$ cat src/rtl/serdac_rx_pkg.sv
package serdac_rx_pkg;

    typedef enum logic [1:0] {
        ST_IDLE  = 2'd0,
        ST_BUSY  = 2'd1,
        ST_RESET = 2'd2
    } ctl_state_e;

endpackage

$ cat src/rtl/serdac_rx_sync.sv
module serdac_rx_sync #(
    parameter int              WIDTH  = 1,
    parameter int              STAGES = 2,
    parameter logic [WIDTH-1:0] INIT  = '0
) (
    input  logic             clk,
    input  logic             rst_n,
    input  logic [WIDTH-1:0] raw_i,
    output logic [WIDTH-1:0] lvl_o
);

    for (genvar g = 0; g < WIDTH; g++) begin : g_bit
        logic [STAGES-1:0] pipe;

        if (STAGES > 1) begin : g_multi
            always_ff @(posedge clk or negedge rst_n) begin
                if (!rst_n) pipe <= {STAGES{INIT[g]}};
                else        pipe <= {pipe[STAGES-2:0], raw_i[g]};
            end
        end else begin : g_single
            always_ff @(posedge clk or negedge rst_n) begin
                if (!rst_n) pipe <= INIT[g];
                else        pipe <= raw_i[g];
            end
        end

        assign lvl_o[g] = pipe[STAGES-1];
    end

endmodule

$ cat src/rtl/serdac_rx_shift.sv
module serdac_rx_shift #(
    parameter int WORD_W = 24
) (
    input  logic              clk,
    input  logic              rst_n,
    input  logic              chain_en,
    input  logic              sclk_lvl,
    input  logic              frame_lvl,
    input  logic              bit_in,
    input  logic              flush,
    output logic [WORD_W-1:0] word_o,
    output logic              req_o,
    output logic              chain_o
);

    localparam int CW = $clog2(WORD_W);
    localparam logic [CW-1:0] LAST = CW'(WORD_W - 1);

    logic              sclk_q;
    logic              frame_q;
    logic [WORD_W-1:0] sh;
    logic [CW-1:0]     cnt;
    logic              filled;
    logic              full_seen;

    logic sclk_fall, sclk_rise, frame_fall, frame_rise, take_bit;

    assign sclk_fall  = sclk_q & ~sclk_lvl;
    assign sclk_rise  = ~sclk_q & sclk_lvl;
    assign frame_fall = frame_q & ~frame_lvl;
    assign frame_rise = ~frame_q & frame_lvl;
    assign take_bit   = ~frame_lvl & sclk_fall & ~full_seen;

    // Edge history of the synchronized serial clock and frame enable.
    always_ff @(posedge clk or negedge rst_n) begin
        if (!rst_n) begin
            sclk_q  <= 1'b0;
            frame_q <= 1'b1;
        end else begin
            sclk_q  <= sclk_lvl;
            frame_q <= frame_lvl;
        end
    end

    // Shift register, bit counter and commit decision for both modes.
    always_ff @(posedge clk or negedge rst_n) begin
        if (!rst_n) begin
            sh        <= '0;
            cnt       <= '0;
            filled    <= 1'b0;
            full_seen <= 1'b0;
            req_o     <= 1'b0;
            word_o    <= '0;
            chain_o   <= 1'b0;
        end else if (flush) begin
            cnt       <= '0;
            filled    <= 1'b0;
            full_seen <= 1'b0;
            req_o     <= 1'b0;
            chain_o   <= 1'b0;
        end else begin
            req_o <= 1'b0;
            if (frame_fall) begin
                cnt       <= '0;
                filled    <= 1'b0;
                full_seen <= 1'b0;
            end else if (take_bit) begin
                sh <= {sh[WORD_W-2:0], bit_in};
                if (cnt == LAST) begin
                    cnt    <= '0;
                    filled <= 1'b1;
                    if (!chain_en) begin
                        req_o     <= 1'b1;
                        full_seen <= 1'b1;
                        word_o    <= {sh[WORD_W-2:0], bit_in};
                    end
                end else begin
                    cnt <= cnt + CW'(1);
                end
            end else if (frame_rise && chain_en && filled && (cnt == '0)) begin
                req_o  <= 1'b1;
                word_o <= sh;
            end
            if (sclk_rise && chain_en) chain_o <= sh[WORD_W-1];
        end
    end

    AST_CHAIN_ON_RISE: assert property (@(posedge clk) disable iff (!rst_n)
        !$stable(chain_o) |-> ($past(sclk_rise) || $past(flush)));

    AST_SA_COMMIT_ON_BIT: assert property (@(posedge clk) disable iff (!rst_n)
        (req_o && !$past(chain_en)) |-> $past(sclk_fall));

    AST_DC_COMMIT_ON_RELEASE: assert property (@(posedge clk) disable iff (!rst_n)
        (req_o && $past(chain_en)) |-> $past(frame_rise));

endmodule

$ cat src/rtl/serdac_rx_ctrl.sv
module serdac_rx_ctrl
    import serdac_rx_pkg::*;
#(
    parameter int WORD_W       = 24,
    parameter int BUSY_CYCLES  = 33,
    parameter int RESET_CYCLES = 200
) (
    input  logic              clk,
    input  logic              rst_n,
    input  logic              req,
    input  logic [WORD_W-1:0] word_in,
    input  logic              load_lvl,
    input  logic              clear_lvl,
    input  logic              srst_lvl,
    output logic [WORD_W-1:0] cmd_o,
    output logic              cmd_vld_o,
    output logic              hold_n_o,
    output logic              apply_o,
    output logic              zero_o,
    output logic              in_reset_o
);

    localparam int MAXC = (BUSY_CYCLES > RESET_CYCLES) ? BUSY_CYCLES : RESET_CYCLES;
    localparam int TW   = $clog2(MAXC + 1);
    localparam logic [TW-1:0] BUSY_LOAD  = TW'(BUSY_CYCLES - 1);
    localparam logic [TW-1:0] RESET_LOAD = TW'(RESET_CYCLES - 1);

    ctl_state_e        state, nxt;
    logic [TW-1:0]     timer;
    logic              pend_vld;
    logic [WORD_W-1:0] pend_word;
    logic              load_seen;
    logic              load_q, clear_q, srst_q;

    logic load_fall, clear_fall, srst_fall, avail, timer_zero;

    assign load_fall  = load_q & ~load_lvl;
    assign clear_fall = clear_q & ~clear_lvl;
    assign srst_fall  = srst_q & ~srst_lvl;
    assign avail      = pend_vld | req;
    assign timer_zero = (timer == '0);

    always_ff @(posedge clk or negedge rst_n) begin
        if (!rst_n) begin
            load_q  <= 1'b1;
            clear_q <= 1'b1;
            srst_q  <= 1'b1;
        end else begin
            load_q  <= load_lvl;
            clear_q <= clear_lvl;
            srst_q  <= srst_lvl;
        end
    end

    // Next-state decision.
    always_comb begin
        nxt = state;
        if (srst_fall) begin
            nxt = ST_RESET;
        end else begin
            unique case (state)
                ST_IDLE:  if (avail)      nxt = ST_BUSY;
                ST_BUSY:  if (timer_zero) nxt = ST_IDLE;
                ST_RESET: if (timer_zero) nxt = ST_IDLE;
                default:                  nxt = ST_IDLE;
            endcase
        end
    end

    // State register.
    always_ff @(posedge clk or negedge rst_n) begin
        if (!rst_n) state <= ST_IDLE;
        else        state <= nxt;
    end

    // Outputs, timer and waiting word.
    always_ff @(posedge clk or negedge rst_n) begin
        if (!rst_n) begin
            timer     <= '0;
            pend_vld  <= 1'b0;
            pend_word <= '0;
            load_seen <= 1'b0;
            cmd_o     <= '0;
            cmd_vld_o <= 1'b0;
            apply_o   <= 1'b0;
            zero_o    <= 1'b0;
        end else begin
            cmd_vld_o <= 1'b0;
            apply_o   <= 1'b0;
            zero_o    <= 1'b0;
            if (!timer_zero) timer <= timer - TW'(1);
            if (clear_fall && state != ST_RESET) zero_o <= 1'b1;
            if (srst_fall) begin
                timer     <= RESET_LOAD;
                pend_vld  <= 1'b0;
                load_seen <= 1'b0;
            end else begin
                unique case (state)
                    ST_IDLE: begin
                        if (avail) begin
                            timer     <= BUSY_LOAD;
                            cmd_o     <= req ? word_in : pend_word;
                            cmd_vld_o <= 1'b1;
                            pend_vld  <= 1'b0;
                            load_seen <= 1'b0;
                        end
                        if (load_fall) apply_o <= 1'b1;
                    end
                    ST_BUSY: begin
                        if (req) begin
                            pend_vld  <= 1'b1;
                            pend_word <= word_in;
                        end
                        if (load_fall) load_seen <= 1'b1;
                        if (timer_zero && (load_seen || load_fall || !load_lvl))
                            apply_o <= 1'b1;
                    end
                    ST_RESET: begin
                        pend_vld <= 1'b0;
                        if (timer_zero) zero_o <= 1'b1;
                    end
                    default: pend_vld <= 1'b0;
                endcase
            end
        end
    end

    assign hold_n_o   = (state == ST_IDLE);
    assign in_reset_o = (state == ST_RESET);

    AST_STROBE_FROM_IDLE: assert property (@(posedge clk) disable iff (!rst_n)
        cmd_vld_o |-> ($past(state) == ST_IDLE));

    AST_STROBE_OPENS_BUSY: assert property (@(posedge clk) disable iff (!rst_n)
        cmd_vld_o |-> !hold_n_o);

    AST_APPLY_WHEN_IDLE: assert property (@(posedge clk) disable iff (!rst_n)
        apply_o |-> hold_n_o);

    AST_QUIET_IN_RESET: assert property (@(posedge clk) disable iff (!rst_n)
        (state == ST_RESET) |-> !cmd_vld_o);

    AST_BUSY_EXITS: assert property (@(posedge clk) disable iff (!rst_n)
        (state == ST_BUSY && timer_zero && !srst_fall) |=> hold_n_o);

endmodule

$ cat src/rtl/serdac_rx.sv
module serdac_rx #(
    parameter int WORD_W       = 24,
    parameter int SYNC_STAGES  = 2,
    parameter int BUSY_CYCLES  = 33,
    parameter int RESET_CYCLES = 200
) (
    input  logic              clk,
    input  logic              rst_n,
    input  logic              ser_clk_i,
    input  logic              frame_n_i,
    input  logic              ser_dat_i,
    input  logic              chain_en_i,
    input  logic              load_n_i,
    input  logic              clear_n_i,
    input  logic              soft_rst_n_i,
    output logic [WORD_W-1:0] cmd_o,
    output logic              cmd_vld_o,
    output logic              chain_dat_o,
    output logic              hold_n_o,
    output logic              apply_o,
    output logic              zero_o
);

    localparam int NPIN = 7;
    localparam logic [NPIN-1:0] PIN_INIT = 7'b0111010;

    logic [NPIN-1:0]   pin_lvl;
    logic [WORD_W-1:0] shift_word;
    logic              shift_req;
    logic              in_reset;

    serdac_rx_sync #(
        .WIDTH  (NPIN),
        .STAGES (SYNC_STAGES),
        .INIT   (PIN_INIT)
    ) u_sync (
        .clk   (clk),
        .rst_n (rst_n),
        .raw_i ({chain_en_i, soft_rst_n_i, clear_n_i, load_n_i,
                 ser_dat_i, frame_n_i, ser_clk_i}),
        .lvl_o (pin_lvl)
    );

    serdac_rx_shift #(
        .WORD_W (WORD_W)
    ) u_shift (
        .clk       (clk),
        .rst_n     (rst_n),
        .chain_en  (pin_lvl[6]),
        .sclk_lvl  (pin_lvl[0]),
        .frame_lvl (pin_lvl[1]),
        .bit_in    (pin_lvl[2]),
        .flush     (in_reset),
        .word_o    (shift_word),
        .req_o     (shift_req),
        .chain_o   (chain_dat_o)
    );

    serdac_rx_ctrl #(
        .WORD_W       (WORD_W),
        .BUSY_CYCLES  (BUSY_CYCLES),
        .RESET_CYCLES (RESET_CYCLES)
    ) u_ctrl (
        .clk        (clk),
        .rst_n      (rst_n),
        .req        (shift_req),
        .word_in    (shift_word),
        .load_lvl   (pin_lvl[3]),
        .clear_lvl  (pin_lvl[4]),
        .srst_lvl   (pin_lvl[5]),
        .cmd_o      (cmd_o),
        .cmd_vld_o  (cmd_vld_o),
        .hold_n_o   (hold_n_o),
        .apply_o    (apply_o),
        .zero_o     (zero_o),
        .in_reset_o (in_reset)
    );

endmodule

$ cat config.mk
export PLATFORM = sky130hd
export DESIGN_NAME = serdac_rx
export DESIGN_NICKNAME = d
export VERILOG_FILES = /design/src/rtl/serdac_rx_pkg.sv /design/src/rtl/serdac_rx_sync.sv /design/src/rtl/serdac_rx_shift.sv /design/src/rtl/serdac_rx_ctrl.sv /design/src/rtl/serdac_rx.sv
export SDC_FILE = /design/constraint.sdc
export NUM_CORES = 1
export LEC_CHECK = 0
export BUFFER_PORTS_ARGS = -buffer_cell sky130_fd_sc_hd__buf_2
export CAP_MARGIN = 20
export CORE_MARGIN = 8
export CORE_UTILIZATION = 60
export CTS_CLUSTER_DIAMETER = 200
export CTS_CLUSTER_SIZE = 10
export DETAILED_ROUTE_END_ITERATION = 10
export MAX_ROUTING_LAYER = met4
export PLACE_DENSITY = 0.78
export SLEW_MARGIN = 40
export SYNTH_ARGS = -nofsm -noshare
export SYNTH_HDL_FRONTEND = slang
export SYNTH_HIERARCHICAL = 1
export SYNTH_SLANG_ARGS = --single-unit
$ cat constraint.sdc
create_clock -name clk -period 2.9 [get_ports clk]
set_input_delay 0.29 -clock clk [delete_from_list [all_inputs] [get_ports clk]]
set_output_delay 0.29 -clock clk [all_outputs]
set_load 0.01 [all_outputs]
# Word level (Yosys, flattened, before mapping)
# Index checks and enable logic that the tools add are counted.
[op_classes]
n_eq_ne = 11
bitwise_logic = 21
reduce_logical = 27
mux = 52
add_sub_neg = 2
[op_table]
columns = ["op", "n"]
rows = [
  ["two-way mux 24 bit", 5],
  ["two-way mux 1 bit", 32],
  ["two-way mux 8 bit", 4],
  ["two-way mux 5 bit", 4],
  ["AND reduction 3 bit", 4],
  ["NOT 1 bit", 11],
  ["bitwise AND 1 bit", 9],
  ["inequality test 3 x 1 -> 1 bit (second input constant)", 3],
  ["nonzero test 3 bit", 3],
  ["zero test 8 bit", 1],
  ["AND reduction 2 bit", 4],
  ["subtractor 8 x 1 -> 8 bit (second input constant)", 1],
  ["logical AND 1 bit", 6],
  ["two-way mux 2 bit", 3],
  ["inequality test 2 bit (second input constant)", 3],
  ["inequality test 3 x 2 -> 1 bit (second input constant)", 2],
  ["one-hot mux 1 bit (2 select lines)", 3],
  ["adder 5 x 1 -> 5 bit (second input constant)", 1],
  ["== test 5 bit (second input constant)", 1],
  ["zero test 5 bit", 1],
  ["AND reduction 5 bit", 1],
  ["one-hot mux 2 bit (2 select lines)", 1],
  ["nonzero test 2 bit", 2],
  ["== test 2 x 1 -> 1 bit (second input constant)", 1],
  ["other kinds (6)", 7],
]
[totals]
in_bits = 9
wordCells = 141
output_inout_bits = 29
reg_bits = 139

# Logic depth before layout (Yosys ltp)
[depth]
word_depth = 9
mapped_depth = 7
mapped_depth_nobuf = 6

# By module
# Netlist, hierarchy kept.
[modules_own_cells]
columns = ["mod", "area_per_inst_um2", "cells_per_inst", "n_inst", "seq_area_each_um2"]
rows = [
  ["serdac_rx_ctrl", 2965.3, 238, 1, 1655.3],
  ["serdac_rx_shift", 2683.8, 230, 1, 1477.7],
  ["serdac_rx_sync", 412.9, 21, 1, 360.3],
]

# Worst setup path before layout
# Ideal clock, no wire load.
[synth_path]
path_kind = "reg2reg"
start = "reg u_sync.g_bit[0].pipe[1]"
end = "reg u_shift.word_o[0]"
n_path_buf = 3
required_time_ns = 2.775
synth_period_minus_slack_ns = 2.038
stages_incl_launch_ff = 8
arrival_time_ns = 1.913
path_slack_ns = 0.862
setup_time_ns = 0.125
path_cell_list = "dfrtp_1 -> buf_4 -> or4b_1 -> buf_2 -> nor3_4 -> o21ai_4 -> buf_6 -> mux2_4"
[synth_via]
elab_chain_len = 6
elab_cells_between_ends = 9
classes_between = "2 x eq/ne; 1 x mux; 4 x bitwise; 2 x reduce/logical"
[synth_lines]
columns = ["item", "line_no", "rtl"]
rows = [
  ["start, declared", "serdac_rx_sync.sv:13", "logic [STAGES-1:0] pipe;"],
  ["start signal, assigned", "serdac_rx_sync.sv:17", "if (!rst_n) pipe <= {STAGES{INIT[g]}};"],
  ["start signal, assigned", "serdac_rx_sync.sv:18", "else pipe <= {pipe[STAGES-2:0], raw_i[g]};"],
  ["NOT 1 bit *", "serdac_rx_shift.sv:28", "assign sclk_fall = sclk_q & ~sclk_lvl;"],
  ["bitwise AND 1 bit *", "serdac_rx_shift.sv:28", ""],
  ["bitwise AND 1 bit * (2 in a row)", "serdac_rx_shift.sv:32", "assign take_bit = ~frame_lvl & sclk_fall & ~full_seen;"],
  ["inequality test 2 bit (no line) / nonzero test 2 bit (equally long branches)", "--", ""],
  ["AND reduction 5 bit (no line)", "--", ""],
  ["end signal, assigned", "serdac_rx_shift.sv:75", "word_o <= {sh[WORD_W-2:0], bit_in};"],
  ["end signal, assigned", "serdac_rx_shift.sv:82", "word_o <= sh;"],
  ["end, declared", "serdac_rx_shift.sv:11", "output logic [WORD_W-1:0] word_o,"],
]
# Mark *: on every way between the ends. The rest lies on a longest branch, timed or not.
# A chain may end at the register's enable or synchronous reset.

# Final worst setup path
[layout_path]
start = "reg u_ctrl.state[0]"
end = "reg u_shift.word_o[20]"
[layout_via]
elab_chain_len = 3
[layout_lines]
columns = ["item", "line_no", "rtl"]
rows = [
  ["start, declared", "serdac_rx_ctrl.sv:28", "ctl_state_e state, nxt;"],
  ["start signal, assigned", "serdac_rx_ctrl.sv:73", "else state <= nxt;"],
  ["== test 2 bit", "serdac_rx_ctrl.sv:129", "assign in_reset_o = (state == ST_RESET);"],
  ["via in_reset", "serdac_rx.sv:30", "logic in_reset;"],
  ["NOT 1 bit (no line)", "--", ""],
  ["AND reduction 5 bit (no line)", "--", ""],
]
# The timed path passes the listed nets, and every way through them passes these cells.

==> run summary <==
The post-layout minimum cycle time came out at 2.26 ns. The most critical setup path has its startpoint at u_ctrl/state[0]. Counting tap cells, the placed design contains a total of 640 instances.

The overflow left after global routing is 0. The required arrival time at the worst endpoint came out at 3.31 ns. The number of optimization iterations in the first detailed-route pass came out at 6.

The critical path goes through inv_1 > ha_1 > a21oi_1 > o21ai_4 > buf_8 > mux2_4. The worst hold slack came out at 0.347 ns. The via total after detailed routing came out at roughly 3700. The starting utilization of the core area came out at 0.620.

Data arrives at the worst endpoint at between 2 and 3 ns. The tool flagged a number of max-cap violations equal to 0. The H-tree was split into 4 levels. The cell area after synthesis is 0.00606 mm². The number of diodes came out at 0. The wire length of the first global-routing pass came out at 19400 µm.

Using the TritonRoute via totals, the vias-per-cell ratio works out to 5.44. Of all cell types, the one taking the most synthesized area is dfrtp_1. Setup violations remaining at the end of the flow were counted as 0. The clock passes through at most 2 buffers. The post-synthesis to final-layout area growth came out at 15.6%. During synthesis, Yosys emitted a total of 6 warnings. The critical path in this run is classified as flop to flop. The share of post-route cells with drive strength above 1 is 0.302. For this design, the sink count on the clock tree is between 100 and 150. The worst-skew pair later-pin latency is around 0.53 ns.

The top achievable clock speed came out at approximately 0.44 GHz. The delay of the slowest critical-path stage came out at ~0.45 ns. The number of nets produced by synthesis came out at approximately 510. The layout has 631 filler cells. The total count of hold-check failures in the final report is 0. The final antenna-violating net count is 0.

Input and output buffers added on the ports amount to 37. The height of the die came out at approximately 120 µm. The maximum number of pins on one net before global-route repair came out at 77. For this run, the register share of the synthesized area comes to 0.576. STA classifies the critical path startpoint as a flop. The total global-route track usage came out at 0.193. The total area inside the core boundary comes to slightly below 0.01 mm². The worst setup path is captured at a flop.

In the synthesized netlist the dominant register cell turns out to be dfrtp_1. The sum of negative setup slack came out at 0 ns. The root buffer cell chosen for the clock tree is clkbuf_8. The area of the die came out at approximately 0.014 mm². The initial antenna violation count is 0. The slowest stage of the critical path is the a21oi_1 cell. The kind of cell with the highest combined delay along the critical path is compound AO/OA/AOI/OAI gates. After synthesis the netlist holds a flip-flop and latch count of 139. In this run the horizontal extent of the chip is about 120 µm. TritonCTS built the clock tree. The power per cell area came out at ~650 mW/mm². The largest voltage drop on the vdd net came out at ~380 µV. The number of standard cells in the layout, taps in and fillers out is 680. The post-detailed-placement half-perimeter wirelength came out at roughly 7000 µm. The fraction of post-synthesis cell area in the top cell type by area came out at 0.524.

In the synthesized netlist, the number of instances is between 400 and 500. The highest net fanout along the worst path came out at 13. In the final routed layout, each cell accounts on average for around 17 µm. The post-synthesis async set-or-reset flop share came out at 1.00. At the pin with the least slew margin, the transition time is ~0.7 ns. The final net count is 550. The overall power is about 4.6 mW. The number of max-slew violations in the final report came to 0. The tightest min-delay check is of the flop to flop type. The run finished with clean final reports.

At the end of routability-driven placement, the weighted congestion stood at about 0.8. The iteration-0 DRC count of the detailed router is 242. The remaining max-slew budget at the tightest pin came out at 0.543.

The setup clock skew after layout came out at between 0.007 and 0.008 ns. The startpoint of the worst hold path is u_sync/g_bit[6].pipe[0]. The share of the clock period used by the worst path is 0.779. In this run the mean area of a mapped cell was about 12 µm².

After synthesis, the cell types taking the most area are dfrtp_1 (52%), mux2_4 (9.7%), nand2_1 (6.8%). After clock tree synthesis, the clock-pin slew on the worst setup and hold paths is around 0.060 ns. The startpoint identified for the worst register-to-register timing path is u_ctrl/state[0]. Setup repair after global routing left no endpoint under its margin. The number of global-route vias before repair came out at approximately 3800. The total buffers and inverters traversed by the critical path came out at 2. 38 I/O pins were placed. Counting flops with a built-in enable in the synthesized netlist gives 0. The number of core rows came out at 36. For this design the static power due to leakage is 3.53 nW. The post-detailed-routing wire length came out at about 11000 µm.

After detailed routing, the number of remaining DRC violations is 0. The total clock buffers created by CTS came out at 17. In this run the post-CTS setup repair buffer count came out at 0. Counting distinct cell types in the post-synthesis netlist gives 43.
kinds of logic after synthesis:
family	after synthesis	share of synthesized area
AND/OR/NAND/NOR	149	0.111
flip-flops	139	0.576
multiplexers	98	0.201
AO/OA/AOI/OAI	47	0.0460
buffers and inverters	40	0.0382
XOR/XNOR	9	0.0130
adder cells (fa/ha/maj)	7	0.0144
what timing repair did:
item                                    CTS  global route
gates resized for setup                   0             0
endpoints found under the hold margin    74             0
endpoints found under the setup margin    0             0
hold buffers                              8             0
metal layers:
layer | wire (µm) | global-route usage | vias up
li1 | - | - | 1739
met1 | 5090 | 0.234 | 1849
met2 | 5680 | 0.305 | 86
met3 | 494 | 0.0419 | 22
met4 | 213 | 0.0882 | 0
met5 | 0 | - | -
cell usage in the layout (no fill, tap or decap), types with 2 or more instances in the layout:
| cell type | netlist | layout |
|---|---|---|
| dfstp_2 | 12 | 12 |
| ha_1 | 7 | 7 |
| clkinvlp_4 | 0 | 4 |
| o21ai_0 | 5 | 5 |
| buf_2 | 8 | 36 |
| nand3b_1 | 2 | 2 |
| clkinv_2 | 0 | 2 |
| mux2i_1 | 26 | 26 |
| o21a_1 | 2 | 2 |
| o311ai_1 | 2 | 2 |
| buf_4 | 9 | 8 |
| clkbuf_1 | 7 | 2 |
| mux2_4 | 39 | 39 |
| nor3_2 | 3 | 3 |
| o31ai_1 | 2 | 2 |
| a21oi_1 | 2 | 2 |
| dlygate4sd3_1 | 0 | 8 |
| dfrtp_1 | 127 | 127 |
| clkbuf_16 | 0 | 20 |
| nand3_1 | 6 | 6 |
| nor2b_1 | 4 | 4 |
| inv_1 | 11 | 11 |
| mux2_2 | 29 | 29 |
| xnor2_1 | 4 | 4 |
| xor2_1 | 5 | 5 |
| mux2_1 | 4 | 4 |
| nor2_1 | 10 | 10 |
| o21ai_1 | 29 | 29 |
| clkbuf_8 | 0 | 3 |
| nand2_1 | 110 | 110 |
| nand2b_1 | 3 | 3 |
stage by stage:
stage	util	area, µm²	worst slack (ns)
global placement	0.646	6320	0.719
floorplan	-	6060	0.862
finish	0.717	7010	0.641
global route	0.717	7010	0.549
CTS	0.717	7010	0.650
detailed placement	0.648	6330	0.729
flip-flops by register name, summed over array words and instances, names as in the netlist, 2 cells and up:
name,cells
u_ctrl/timer,8
u_shift/word_o,24
u_shift/cnt,5
u_ctrl/state,2
u_ctrl/pend_word,24
u_ctrl/cmd_o,24
u_shift/sh,24
u_sync/g_bit.pipe,14
synth_stat cells (2+ instances only):
master	number
xor2_1	5
buf_4	9
nand3b_1	2
buf_2	8
nand3_1	6
dfrtp_1	127
a21oi_1	2
clkbuf_1	7
ha_1	7
mux2_1	4
nor2b_1	4
nand2_1	110
nand2b_1	3
buf_6	5
mux2_4	39
nor2_1	10
o21ai_1	29
dfstp_2	12
xnor2_1	4
o311ai_1	2
mux2i_1	26
nor3_2	3
inv_1	11
o31ai_1	2
o21a_1	2
mux2_2	29
o21ai_0	5
power breakdown:
part           switching [mW]  total, mW  internal (mW)
Combinational           0.213      0.351          0.138
Clock                   0.801       2.10           1.30
Sequential             0.0736       2.10           2.03
worst paths after layout:
kind	slack [ns]	cells after the start	endpoint
setup reg to reg	0.64	6	u_shift/word_o[20]
min in group asynchronous	0.37	2	u_ctrl/timer[7]
setup / recovery	0.64	6	u_shift/word_o[20]
max in group asynchronous	1.73	3	u_sync/g_bit[4].pipe[0]
hold reg to reg	0.35	0	u_sync/g_bit[6].pipe[1]
hold / removal	0.35	0	u_sync/g_bit[6].pipe[1]
area by class of cell:
| cell class | instances | area [µm²] | share of cell area |
|---|---|---|---|
| Tap cell | 133 | 166 | 0.0237 |
| Clock buffer | 25 | 549 | 0.0784 |
| Clock inverter | 7 | 48.8 | 0.00696 |
| Sequential cell | 139 | 3490 | 0.498 |
| Multi-Input combinational cell | 310 | 2340 | 0.334 |
| Timing Repair Buffer | 55 | 367 | 0.0523 |
| Inverter | 11 | 41.3 | 0.00589 |
No activity file was read; power rests on OpenSTA's default activity.
